## src/rtl/atm_sb_pkg.sv

```systemverilog
package atm_sb_pkg;
  localparam int BYTE_W = 8;
  localparam int PORT_W = 3;
  localparam int CHAN_W = 5;
  localparam int MAP_W  = 3;

  // Byte positions inside a cell; rewriting depends on them.
  localparam int POS_H1  = 0;
  localparam int POS_H2  = 1;
  localparam int POS_H3  = 2;
  localparam int POS_H4  = 3;
  localparam int POS_UDF = 4;

  // Port-number location codes
  localparam logic [MAP_W-1:0] MAP_GFC     = 3'd1;
  localparam logic [MAP_W-1:0] MAP_VPI_HI  = 3'd2;
  localparam logic [MAP_W-1:0] MAP_VCI_TOP = 3'd3;
  localparam logic [MAP_W-1:0] MAP_VCI_MID = 3'd4;
  localparam logic [MAP_W-1:0] MAP_UDF     = 3'd5;

  typedef struct packed {
    logic [PORT_W-1:0] port;
    logic [CHAN_W-1:0] chan;
    logic              hef;
  } sideband_t;
endpackage

```

## src/rtl/atm_sb_cellpos.sv

```systemverilog
module atm_sb_cellpos #(
  parameter int CELL_BYTES = 53,
  localparam int CNT_W = $clog2(CELL_BYTES + 1)
) (
  input  logic             clk,
  input  logic             rst,
  input  logic             in_valid,
  input  logic             in_sop,
  output logic [CNT_W-1:0] idx
);
  localparam logic [CNT_W-1:0] IDLE = CNT_W'(CELL_BYTES);

  logic [CNT_W-1:0] cnt;
  logic             sop;

  assign sop = in_valid && in_sop;
  assign idx = sop ? '0 : cnt;

  always_ff @(posedge clk) begin
    if (rst) begin
      cnt <= IDLE;
    end else if (in_valid) begin
      if (sop)              cnt <= CNT_W'(1);
      else if (cnt != IDLE) cnt <= cnt + CNT_W'(1);
    end
  end

  AST_SOP_RESTART: assert property (@(posedge clk) disable iff (rst)
    sop |=> cnt == CNT_W'(1));
  AST_CNT_BOUND: assert property (@(posedge clk) disable iff (rst)
    cnt <= IDLE);
endmodule

```

## src/rtl/atm_sb_rewrite.sv

```systemverilog
module atm_sb_rewrite
  import atm_sb_pkg::*;
#(
  parameter int CNT_W = 6
) (
  input  logic [CNT_W-1:0]  idx,
  input  logic [BYTE_W-1:0] din,
  input  sideband_t         sb,
  input  logic [MAP_W-1:0]  map_code,
  input  logic              port_en,
  input  logic              aal_en,
  input  logic              hef_en,
  output logic [BYTE_W-1:0] dout
);
  logic port_on;

  always_comb begin
    port_on = port_en && (map_code >= MAP_GFC) && (map_code <= MAP_UDF);
    dout = din;
    case (idx)
      CNT_W'(POS_H1): begin
        if (port_on && map_code == MAP_GFC)    dout[7:5] = sb.port;
        if (port_on && map_code == MAP_VPI_HI) dout[3:1] = sb.port;
      end
      CNT_W'(POS_H2): begin
        if (port_on && map_code == MAP_VCI_TOP) dout[3:1] = sb.port;
      end
      CNT_W'(POS_H3): begin
        if (port_on && map_code == MAP_VCI_MID) dout[3:1] = sb.port;
        if (aal_en) dout[0] = sb.chan[4];
      end
      CNT_W'(POS_H4): begin
        if (aal_en) dout[7:4] = sb.chan[3:0];
      end
      CNT_W'(POS_UDF): begin
        if (port_on && map_code == MAP_UDF) dout[2:0] = sb.port;
        if (hef_en) dout[7] = sb.hef;
      end
      default: dout = din;
    endcase
  end
endmodule

```

## src/rtl/atm_sb_inserter.sv

```systemverilog
module atm_sb_inserter
  import atm_sb_pkg::*;
#(
  parameter int CELL_BYTES = 53,
  localparam int CNT_W = $clog2(CELL_BYTES + 1)
) (
  input  logic              clk,
  input  logic              rst,
  input  logic              in_valid,
  input  logic              in_sop,
  input  logic [BYTE_W-1:0] in_data,
  input  logic [PORT_W-1:0] sb_port,
  input  logic [CHAN_W-1:0] sb_chan,
  input  logic              sb_hec_err,
  input  logic [MAP_W-1:0]  cfg_map,
  input  logic              cfg_port_en,
  input  logic              cfg_aal,
  input  logic              cfg_hec_keep,
  input  logic              cfg_cell_disc,
  output logic              out_valid,
  output logic              out_sop,
  output logic [BYTE_W-1:0] out_data
);
  logic [CNT_W-1:0]  idx;
  sideband_t         sb_live, sb_q, sb_eff;
  logic              sop, hef_en;
  logic [BYTE_W-1:0] new_byte;

  assign sop     = in_valid && in_sop;
  assign sb_live = '{port: sb_port, chan: sb_chan, hef: sb_hec_err};
  assign sb_eff  = sop ? sb_live : sb_q;
  assign hef_en  = cfg_hec_keep && !cfg_cell_disc;

  atm_sb_cellpos #(.CELL_BYTES(CELL_BYTES)) u_pos (
    .clk(clk), .rst(rst), .in_valid(in_valid), .in_sop(in_sop), .idx(idx)
  );

  atm_sb_rewrite #(.CNT_W(CNT_W)) u_rw (
    .idx(idx), .din(in_data), .sb(sb_eff), .map_code(cfg_map),
    .port_en(cfg_port_en), .aal_en(cfg_aal), .hef_en(hef_en), .dout(new_byte)
  );

  always_ff @(posedge clk) begin
    if (rst)      sb_q <= '0;
    else if (sop) sb_q <= sb_live;
  end

  always_ff @(posedge clk) begin
    if (rst) begin
      out_valid <= 1'b0;
      out_sop   <= 1'b0;
      out_data  <= '0;
    end else begin
      out_valid <= in_valid;
      out_sop   <= sop;
      out_data  <= new_byte;
    end
  end

  AST_VALID_LAT: assert property (@(posedge clk) disable iff (rst)
    !$past(rst) |-> (out_valid == $past(in_valid)) && (out_sop == $past(sop)));
  AST_PAYLOAD_PASS: assert property (@(posedge clk) disable iff (rst)
    !$past(rst) && $past(in_valid && idx > CNT_W'(POS_UDF)) |-> out_data == $past(in_data));
  AST_BIT5_KEEP: assert property (@(posedge clk) disable iff (rst)
    !$past(rst) && $past(in_valid) |-> (($past(idx) != CNT_W'(POS_UDF)) || (out_data[5] == $past(in_data[5]))));
  AST_HEF_BLOCKED: assert property (@(posedge clk) disable iff (rst)
    !$past(rst) && $past(in_valid && idx == CNT_W'(POS_UDF) && !hef_en) |-> out_data[7] == $past(in_data[7]));
  AST_ALL_OFF_PASS: assert property (@(posedge clk) disable iff (rst)
    !$past(rst) && $past(!cfg_port_en && !cfg_aal && !hef_en) |-> out_data == $past(in_data));
endmodule

```

## config.mk

```make
export PLATFORM = sky130hd
export DESIGN_NAME = atm_sb_inserter
export DESIGN_NICKNAME = d
export VERILOG_FILES = /design/src/rtl/atm_sb_pkg.sv /design/src/rtl/atm_sb_cellpos.sv /design/src/rtl/atm_sb_rewrite.sv /design/src/rtl/atm_sb_inserter.sv
export SDC_FILE = /design/constraint.sdc
export NUM_CORES = 1
export LEC_CHECK = 0
export ABC_AREA = 1
export BUFFER_PORTS_ARGS = -buffer_cell sky130_fd_sc_hd__buf_4
export CORE_MARGIN = 2
export CORE_UTILIZATION = 25
export CTS_CLUSTER_SIZE = 28
export DETAILED_ROUTE_END_ITERATION = 12
export GPL_ROUTABILITY_DRIVEN = 0
export MAX_ROUTING_LAYER = met4
export SLEW_MARGIN = 20
export SYNTH_ARGS = -nofsm -noshare
export SYNTH_HDL_FRONTEND = slang
export SYNTH_SLANG_ARGS = --single-unit
export TNS_END_PERCENT = 20
```

## constraint.sdc

```tcl
create_clock -name clk -period 3.07 [get_ports clk]
set_input_delay 0.614 -clock clk [delete_from_list [all_inputs] [get_ports clk]]
set_output_delay 0.614 -clock clk [all_outputs]
set_load 0.005 [all_outputs]
```

**Yosys cells after proc, flatten, opt, wreduce, memory -nomap -nowiden**

Index checks and enable logic that the tools add are counted.

- Bits of input ports: 28
- Output and inout bits: 10
- Flip-flop bits (word level): 25

- Multiplexer cells: 18
- Reduce and logical (&&, ||, !) cells: 13
- $lt $le $gt $ge: 2
- Eq/ne operators: 10
- $add $sub $neg: 1

Operators by type and width:

| cell | number |
|---|---|
| two-way mux 6 bit | 3 |
| two-way mux 3 bit | 5 |
| equality test 6 x 2 -> 1 bit, second input constant | 2 |
| logical AND 1 bit | 9 |
| two-way mux 9 bit | 1 |
| one-hot mux 2 bit (4 select lines) | 1 |
| adder 6 x 1 -> 6 bit, second input constant | 1 |
| equality test 3 x 2 -> 1 bit, second input constant | 2 |
| equality test 3 bit, second input constant | 2 |
| equality test 6 x 1 -> 1 bit, second input constant | 1 |
| equality test 6 x 3 -> 1 bit, second input constant | 1 |
| logical NOT 6 bit | 1 |
| inequality test 6 bit, second input constant | 1 |
| one-hot mux 1 bit (3 select lines) | 2 |
| two-way mux 4 bit | 1 |
| one-hot mux 2 bit (2 select lines) | 1 |
| equality test 3 x 1 -> 1 bit, second input constant | 1 |
| greater-or-equal comparator 3 x 1 -> 1 bit, second input constant | 1 |
| <= comparator 3 bit, second input constant | 1 |
| two-way mux 1 bit | 3 |
| one-hot mux 1 bit (2 select lines) | 1 |
| AND reduction 2 bit | 1 |
| nonzero test 2 bit | 1 |
| logical NOT 1 bit | 1 |

**Depth between registers and ports, before layout**

Gate-level depths: netlist of the first run.

- Depth in word-level cells: 6
- Gate-level depth with buffers: 11
- Depth with buffers taken out: 11

**Cells and area by module**

From an unflattened synthesis of the first run, not the netlist that was laid out.

- Cell total of the unflattened synthesis: 308
- Area, all modules: 1854.3 um^2

Modules (own cells, without submodules):

| module | area an instance (um^2) | times used | cells an instance | seq. area each (um^2) |
|---|---|---|---|---|
| atm_sb_inserter | 795.8 | 1 | 108 | 380.4 |
| atm_sb_rewrite | 616.8 | 1 | 132 | 0.0 |
| atm_sb_cellpos | 441.7 | 1 | 68 | 120.1 |

**Worst setup path before layout of the first run**

OpenSTA, ideal clock, no wires.

- Path type: input -> register
- From: in in_valid
- To: reg out_data[5]
- Buffers on the path: 2
- Required time: 2.996 ns
- Stages: 7
- Library setup time: 0.074 ns
- Data arrival time: 1.369 ns
- Slack: 1.627 ns
- Cells stage by stage: nand2_4 > buf_6 > buf_6 > o21ai_1 > o21ai_0 > nand2_1 > a31oi_1

- Cells in the longest elaborated chain, start to end: 4

RTL lines:

| what | RTL line | text |
|---|---|---|
| from (decl) | atm_sb_inserter.sv:9 | `input logic in_valid,` |
| logical AND 1 bit (*) | atm_sb_cellpos.sv:16, atm_sb_inserter.sv:29 |  |
| two-way mux 6 bit / two-way mux 9 bit (equally long branches) | - |  |
| equality test 6 x 2 -> 1 bit, or another cell as far along | atm_sb_rewrite.sv:20 | `case (idx)` |
| one-hot mux 2 bit (2 select lines) (*) | atm_sb_rewrite.sv:20 |  |
| to (signal assigned) | atm_sb_inserter.sv:56 | `out_data <= new_byte;` |
| to (decl) | atm_sb_inserter.sv:22 | `output logic [BYTE_W-1:0] out_data` |

Every way passes the cells marked *; elsewhere a longest branch is shown, timed or not.
A chain may end at the register's enable or synchronous reset.

**Worst setup path after layout of the first run**

- From: in in_valid
- To: reg u_pos.cnt[3]

- Cells in the longest elaborated chain, start to end: 3

RTL lines:

| what | RTL line | text |
|---|---|---|
| logical AND 1 bit | atm_sb_cellpos.sv:16 | `assign sop = in_valid && in_sop;` |
| nonzero test 2 bit (no source line) | - |  |
| AND reduction 2 bit (no source line) | - |  |
| to (signal assigned) | atm_sb_cellpos.sv:24 | `else if (cnt != IDLE) cnt <= cnt + CNT_W'(1);` |
| to (decl) | atm_sb_cellpos.sv:13 | `logic [CNT_W-1:0] cnt;` |

Several ways; a longest one is shown, not always the timed one.

==> flow_summary_export.csv, run 1 <==
group,metric,value,unit
worst_setup_path,crit_required,3.28,ns
logic_synthesis,synth_adder_area_share,1.52,%
worst_setup_path,critPathArrivalTime,1.87,ns
worst_setup_path,r2r_cells,7,
worst_setup_path,critPathKind,"input port to flop",
die,core_area,6350,um2
hold_path,hp-class,"flop to flop",
die,die_h,85.2,um
global_route,grt_pass1_vias,1512,
placed_design,io_buffers,37,
logic_synthesis,synth-compound-area-share,11.8,%
logic_synthesis,ys_top_cells_by_area,"dfxtp_1, nand2_1, nor2_1, inv_1, nand3_1",
clock_network,cts_sinks,25,
finish,fin_area,2040,um2
logic_synthesis,syn_nets,300,
die,die-area,7250,um2
routing,ant_nets,0,
clock_network,cts-buffers-inserted,3,
timing,setup_viol,0,
finish,drive_gt1_share,18.2,%
global_route,grt_pass1_wl,6660,um
clock_network,cts_root_buf,"clkbuf_8",
worst_setup_path,rrSetupSlack,1.58,ns
job,drv_cap,0,
logic_synthesis,synth_top_area_share,30.4,%
clock_network,clk_pin_slew,0.09,ns
routing,dr.first_iter.drc_count,112,
worst_setup_path,r2r_end,"u_pos.cnt[3]",
logic_synthesis,synth_cells,270,
global_route,grt_start_max_net_pins,27,
timing,fin_tns_setup,0,ns
pwr,ir_drop,0.000160,V
finish,diodes,0,
timing,clock.fmax,603,MHz
clock_network,cts_tree,"yes",
die,start_util,25.9,%
timing,finClkSkew,0.00494,ns
logic_synthesis,syn_area_per_cell,6.10,um2
global_route,overflow,0,
routing,wl,4040,um
timing,finalCritPeriodShare,54.1,%
routing,vias,1724,
finish,area.growth.synth_to_final,23.6,%
logic_synthesis,synth.ff_latch_count,25,
routing,dr.pass1.iters,4,
worst_setup_path,start_kind,"input port",
finish,fin_nets,338,
die,num_rows,29,
logic_synthesis,synthMuxAreaShare,0,%
clock_network,cts_resized,0,
pwr,power_leakage,1.07,nW
global_route,antenna_found_initial,0,
routing,drc,0,
timing,grt_setup_unrepaired,"no",
routing,viasPerCell,4.49,
clock_network,cts_hold_buf,0,
placed_design,place_area,1990,um2
worst_setup_path,crit_fanout,26,
clock_network,max-clock-path-buffers,2,
run_status,outcome,"completed",
timing,hold_violations,0,
logic_synthesis,ys_types,29,
logic_synthesis,yosysTopAreaCell,"dfxtp_1",
logic_synthesis,yosysSeqAreaShare,30.4,%
worst_setup_path,end_kind,"flop",
worst_setup_path,endpoint,"u_pos.cnt[3]",
timing,fin_crit,1.66,ns
worst_setup_path,timing.rr.start,"u_pos.cnt[0]",
timing,slew_viol_final,0,
logic_synthesis,synthSimpleGateAreaFrac,43.5,%
placed_design,dp_hpwl,3160,um
clock_network,ctsHtreeMaxLevel,1,
pwr,powerDensity,389,nW/um2
logic_synthesis,synth_area,1650,um2
worst_setup_path,cp-startpoint,"in_valid",
clock_network,post-cts-setup-buffers,0,
clock_network,insertion_delay,0.27,ns
logic_synthesis,synth_top_family_by_area,"simple AND/OR/NAND/NOR gates",
die,io_pins,38,
logic_synthesis,ys_warn_count,0,
routing,routedWlPerCell,10.5,um
timing,relSlewSlack,78.7,%
timing,tightest_slew,0.320,ns
logic_synthesis,yosys.area_share.xor_xnor,1.06,%
global_route,grt_usage,11.7,%
die,die_w,85.2,um
final cells by class:
cell class,instances,area (um2)
clock buffers,4,45.0
fillers,694,4310
inverters,43,163
multi-input cells,198,953
flip-flops and latches,25,500
well taps,77,96.3
repair buffers,37,278
flip-flops by register name (all words and copies together) (netlist names):
signal / cells
sb_q: 9
out_data: 8
out_sop: 1
u_pos.cnt: 6
out_valid: 1
routing by layer:
metal | track usage [%] | share of wire [%] | vias to the layer above
met5 | - | 0 | -
met4 | 4.76 | 1.9 | 0
met3 | 1.95 | 5.7 | 5
met1 | 14.7 | 47 | 745
met2 | 18.5 | 45 | 53
li1 | - | - | 921
power breakdown:
part	internal, W	leakage [nW]	switching (W)
combinational	0.0000927	0.841	0.000124
clock	0.0000930	0.0228	0.000106
sequential	0.000352	0.207	0.0000258
total	0.000537	1.07	0.000255
cell families after synthesis:
logic type                 count (synthesis)
AOI/OAI and AO/OA                         28
adders and majority gates                  2
and+or+nand+nor                          166
buffers and inverters                     47
DFF                                       25
xor gates and xnor gates                   2
how the worst min path moves through the flow:
stage,start,endpoint,cells after the start
finish,sb_q[1],sb_q[1],2
global route,sb_q[1],sb_q[1],2
CTS,sb_q[1],sb_q[1],2
detailed placement,sb_q[1],sb_q[1],2
global placement,sb_q[1],sb_q[1],2
floorplan,sb_q[1],sb_q[1],2
worst max-delay path, stage by stage:
cell,delay [ns]
buf_4,0.14
nand2_4,0.26
nand3_1,0.16
o21ai_2,0.24
inv_1,0.17
nand3_1,0.10
nand3_1,0.06
a21oi_1,0.11
cells in the mapped netlist, drive strengths merged:
cell type	count
a21oi	3
a31oi	3
buf	2
clkbuf	2
clkinv	2
dfxtp	25
ha	2
inv	41
nand2	87
nand3	26
nand4	5
nor2	45
nor3	1
o211ai	4
o21ai	17
o21bai	1
or2	2
xor2	2
cell usage in the layout, fill, tap and decap left out, types with 3 or more instances in the layout:
cell / count
a21oi_1: 3
o21ai_0: 9
inv_1: 41
nand2_1: 83
clkbuf_8: 3
o211ai_1: 3
nor2_1: 45
dfxtp_1: 25
o21ai_1: 3
buf_4: 37
nand4_1: 5
o21ai_2: 4
nand3_1: 23
through the flow:
step,util (%),hold slack (ns),power (W),setup slack (ns),std cells
floorplan,-,0.462,0.000524,1.63,270
global placement,31.3,0.475,0.000602,1.15,380
detailed placement,31.3,0.496,0.000602,1.14,380
CTS,32.1,0.518,0.000802,1.43,384
global route,32.1,0.555,0.000848,1.23,384
finish,32.1,0.503,0.000793,1.41,384
Power figures use the tool's default switching activity.
==> run 2: changes to the inputs <==
clock period = 1.5 ns   (was 3.07 ns; I/O delays follow)
==> run 2 against run 1 <==
  * Sequential share of layout area down 0.47 points
  * Combinational power up 120%
  * Power up 110%
  * First-iteration DRC count down 17%
  * Largest power group unchanged
==> flow_summary_export.csv, run 2 (synthesized netlist as in run 1, its figures left out) <==
group,metric,value,unit
run_status,outcome,"completed",
finish,diodes,0,
routing,routedWlPerCell,10.6,um
worst_setup_path,crit_family,"simple AND/OR/NAND/NOR gates",
hold_path,hp-class,"input port to flop",
global_route,grt_start_max_net_pins,17,
worst_setup_path,start_kind,"flop",
placed_design,io_buffers,37,
worst_setup_path,cp_common_cell,"nor2_1",
timing,hold_violations,0,
timing,finClkSkew,0.00196,ns
finish,fin_nets,344,
placed_design,dp_cells,386,
clock_network,max-clock-path-buffers,2,
finish,fin_area,2090,um2
worst_setup_path,crit_slowest_cell,"dfxtp_1",
routing,dr.pass1.iters,4,
timing,clock.fmax,728,MHz
finish,largest_reg_flops,9,
timing,slew_viol_final,0,
worst_setup_path,crit_required,1.67,ns
timing,tightest_slew,0.299,ns
global_route,antenna_found_initial,0,
finish,largest_register,"sb_q",
routing,drc,0,
clock_network,cts_tree,"yes",
pwr,ir_drop,0.000292,V
timing,fin_tns_setup,0,ns
worst_setup_path,crit_buf_inv,2,
global_route,gr-usage-met1,15.5,%
job,drv_cap,0,
die,core_area,6350,um2
finish,drive_gt1_share,20.8,%
global_route,grt_pass1_vias,1546,
worst_setup_path,critPathArrivalTime,1.54,ns
worst_setup_path,end_kind,"flop",
die,start_util,25.9,%
routing,ant_nets,0,
die,die-area,7250,um2
finish,regArea,503,um2
placed_design,dp_hpwl,3290,um
pwr,powerDensity,785,nW/um2
die,num_rows,29,
routing,vias,1737,
routing,viasPerCell,4.45,
die,die_h,85.2,um
timing,grt_setup_unrepaired,"yes",
finish,layout_top_registers,"sb_q (9), out_data (8), u_pos.cnt (6)",
finish,multi_input_area,956,um2
timing,fin_crit,1.37,ns
finish,mostFrequentLayoutCells,"nand2_1, nor2_1, buf_4",
global_route,overflow,0,
finish,area.growth.synth_to_final,26.7,%
global_route,grt_usage,11.9,%
die,die_w,85.2,um
clock_network,cts_hold_buf,0,
finish,nFillCells,708,
worst_setup_path,path_cells,"inv_1 -> nand2_1 -> nor2_1 -> nand3_1 -> nor2_1 -> nor2_1 -> nand3_1 -> nand2_1 -> inv_1",
clock_network,insertion_delay,0.26,ns
global_route,grtUsageMet2,18.9,%
placed_design,place_area,2040,um2
global_route,grt_pass1_wl,6870,um
routing,dr.first_iter.drc_count,93,
global_route,use_met3,1.36,%
clock_network,cts-buffers-inserted,3,
timing,finalCritPeriodShare,91.6,%
clock_network,ctsHtreeMaxLevel,1,
routing,wl,4140,um
pwr,power_leakage,1.10,nW
finish,post_layout_nonfiller_instances,390,
worst_setup_path,crit_fanout,6,
timing,relSlewSlack,79.9,%
clock_network,cts_sinks,25,
timing,setup_viol,0,
clock_network,cts_root_buf,"clkbuf_8",
finish,final_common_cell,"nand2_1",
clock_network,clk_pin_slew,0.08,ns
global_route,busiest_layer,"met2",
worst_setup_path,critPathKind,"flop to flop",
die,io_pins,38,
worst_setup_path,max_stage_delay,0.42,ns
==> run 2: power by group <==
| part | internal [W] | switching, W | leakage [nW] |
|---|---|---|---|
| clock network | 0.000190 | 0.000204 | 0.0228 |
| registers | 0.000722 | 0.0000494 | 0.207 |
| logic | 0.000208 | 0.000264 | 0.869 |
| total | 0.00112 | 0.000518 | 1.10 |
==> run 2: worst min-delay path, delay by kind of cell <==
| kind | cells | cell delay (ns) |
|---|---|---|
| buffers and inverters | 1 | 0.08 |
| AND/OR/NAND/NOR | 1 | 0.07 |
| AO/OA/AOI/OAI | 1 | 0.06 |
==> run 2: final timing paths <==
check | start | to | slack, ns | cells past startpoint
hold reg to reg | sb_q[1] | sb_q[1] | 0.50 | 2
setup reg to reg | u_pos.cnt[4] | out_data[1] | 0.13 | 9
hold / removal | sb_chan[4] | sb_q[5] | 0.28 | 3
setup / recovery | u_pos.cnt[4] | out_data[1] | 0.13 | 9
==> run 2: final cells by class <==
class                           instances  share of cell area (%)
Clock buffer                            4                    2.16
Inverter                               43                    7.80
Multi-Input combinational cell        198                    45.8
Sequential cell                        25                    24.1
Tap cell                               77                    4.62
Timing Repair Buffer                   43                    15.5
==> run 2: what timing repair did <==
action                                  CTS  global route
buffers inserted                          0             0
endpoints found under the setup margin    0             6
endpoints found under the hold margin     0             0
gates resized for setup                   0             3
==> run 2: metal layers <==
layer / routed length, um / share of wire, %
met5: 0 / 0
met4: 42 / 1.0
met3: 128 / 3.1
met2: 1920 / 46
met1: 2050 / 49
==> run 2: stage by stage <==
stage	util, %	hold slack [ns]	worst slack (ns)	total power (W)
finish	32.8	0.283	0.127	0.00164
global route	32.8	0.303	-0.0257	0.00176
CTS	32.8	0.278	0.0802	0.00166
detailed placement	32.1	0.486	0.00871	0.00126
global placement	32.1	0.479	0.0331	0.00126
floorplan	-	0.407	0.246	0.00107
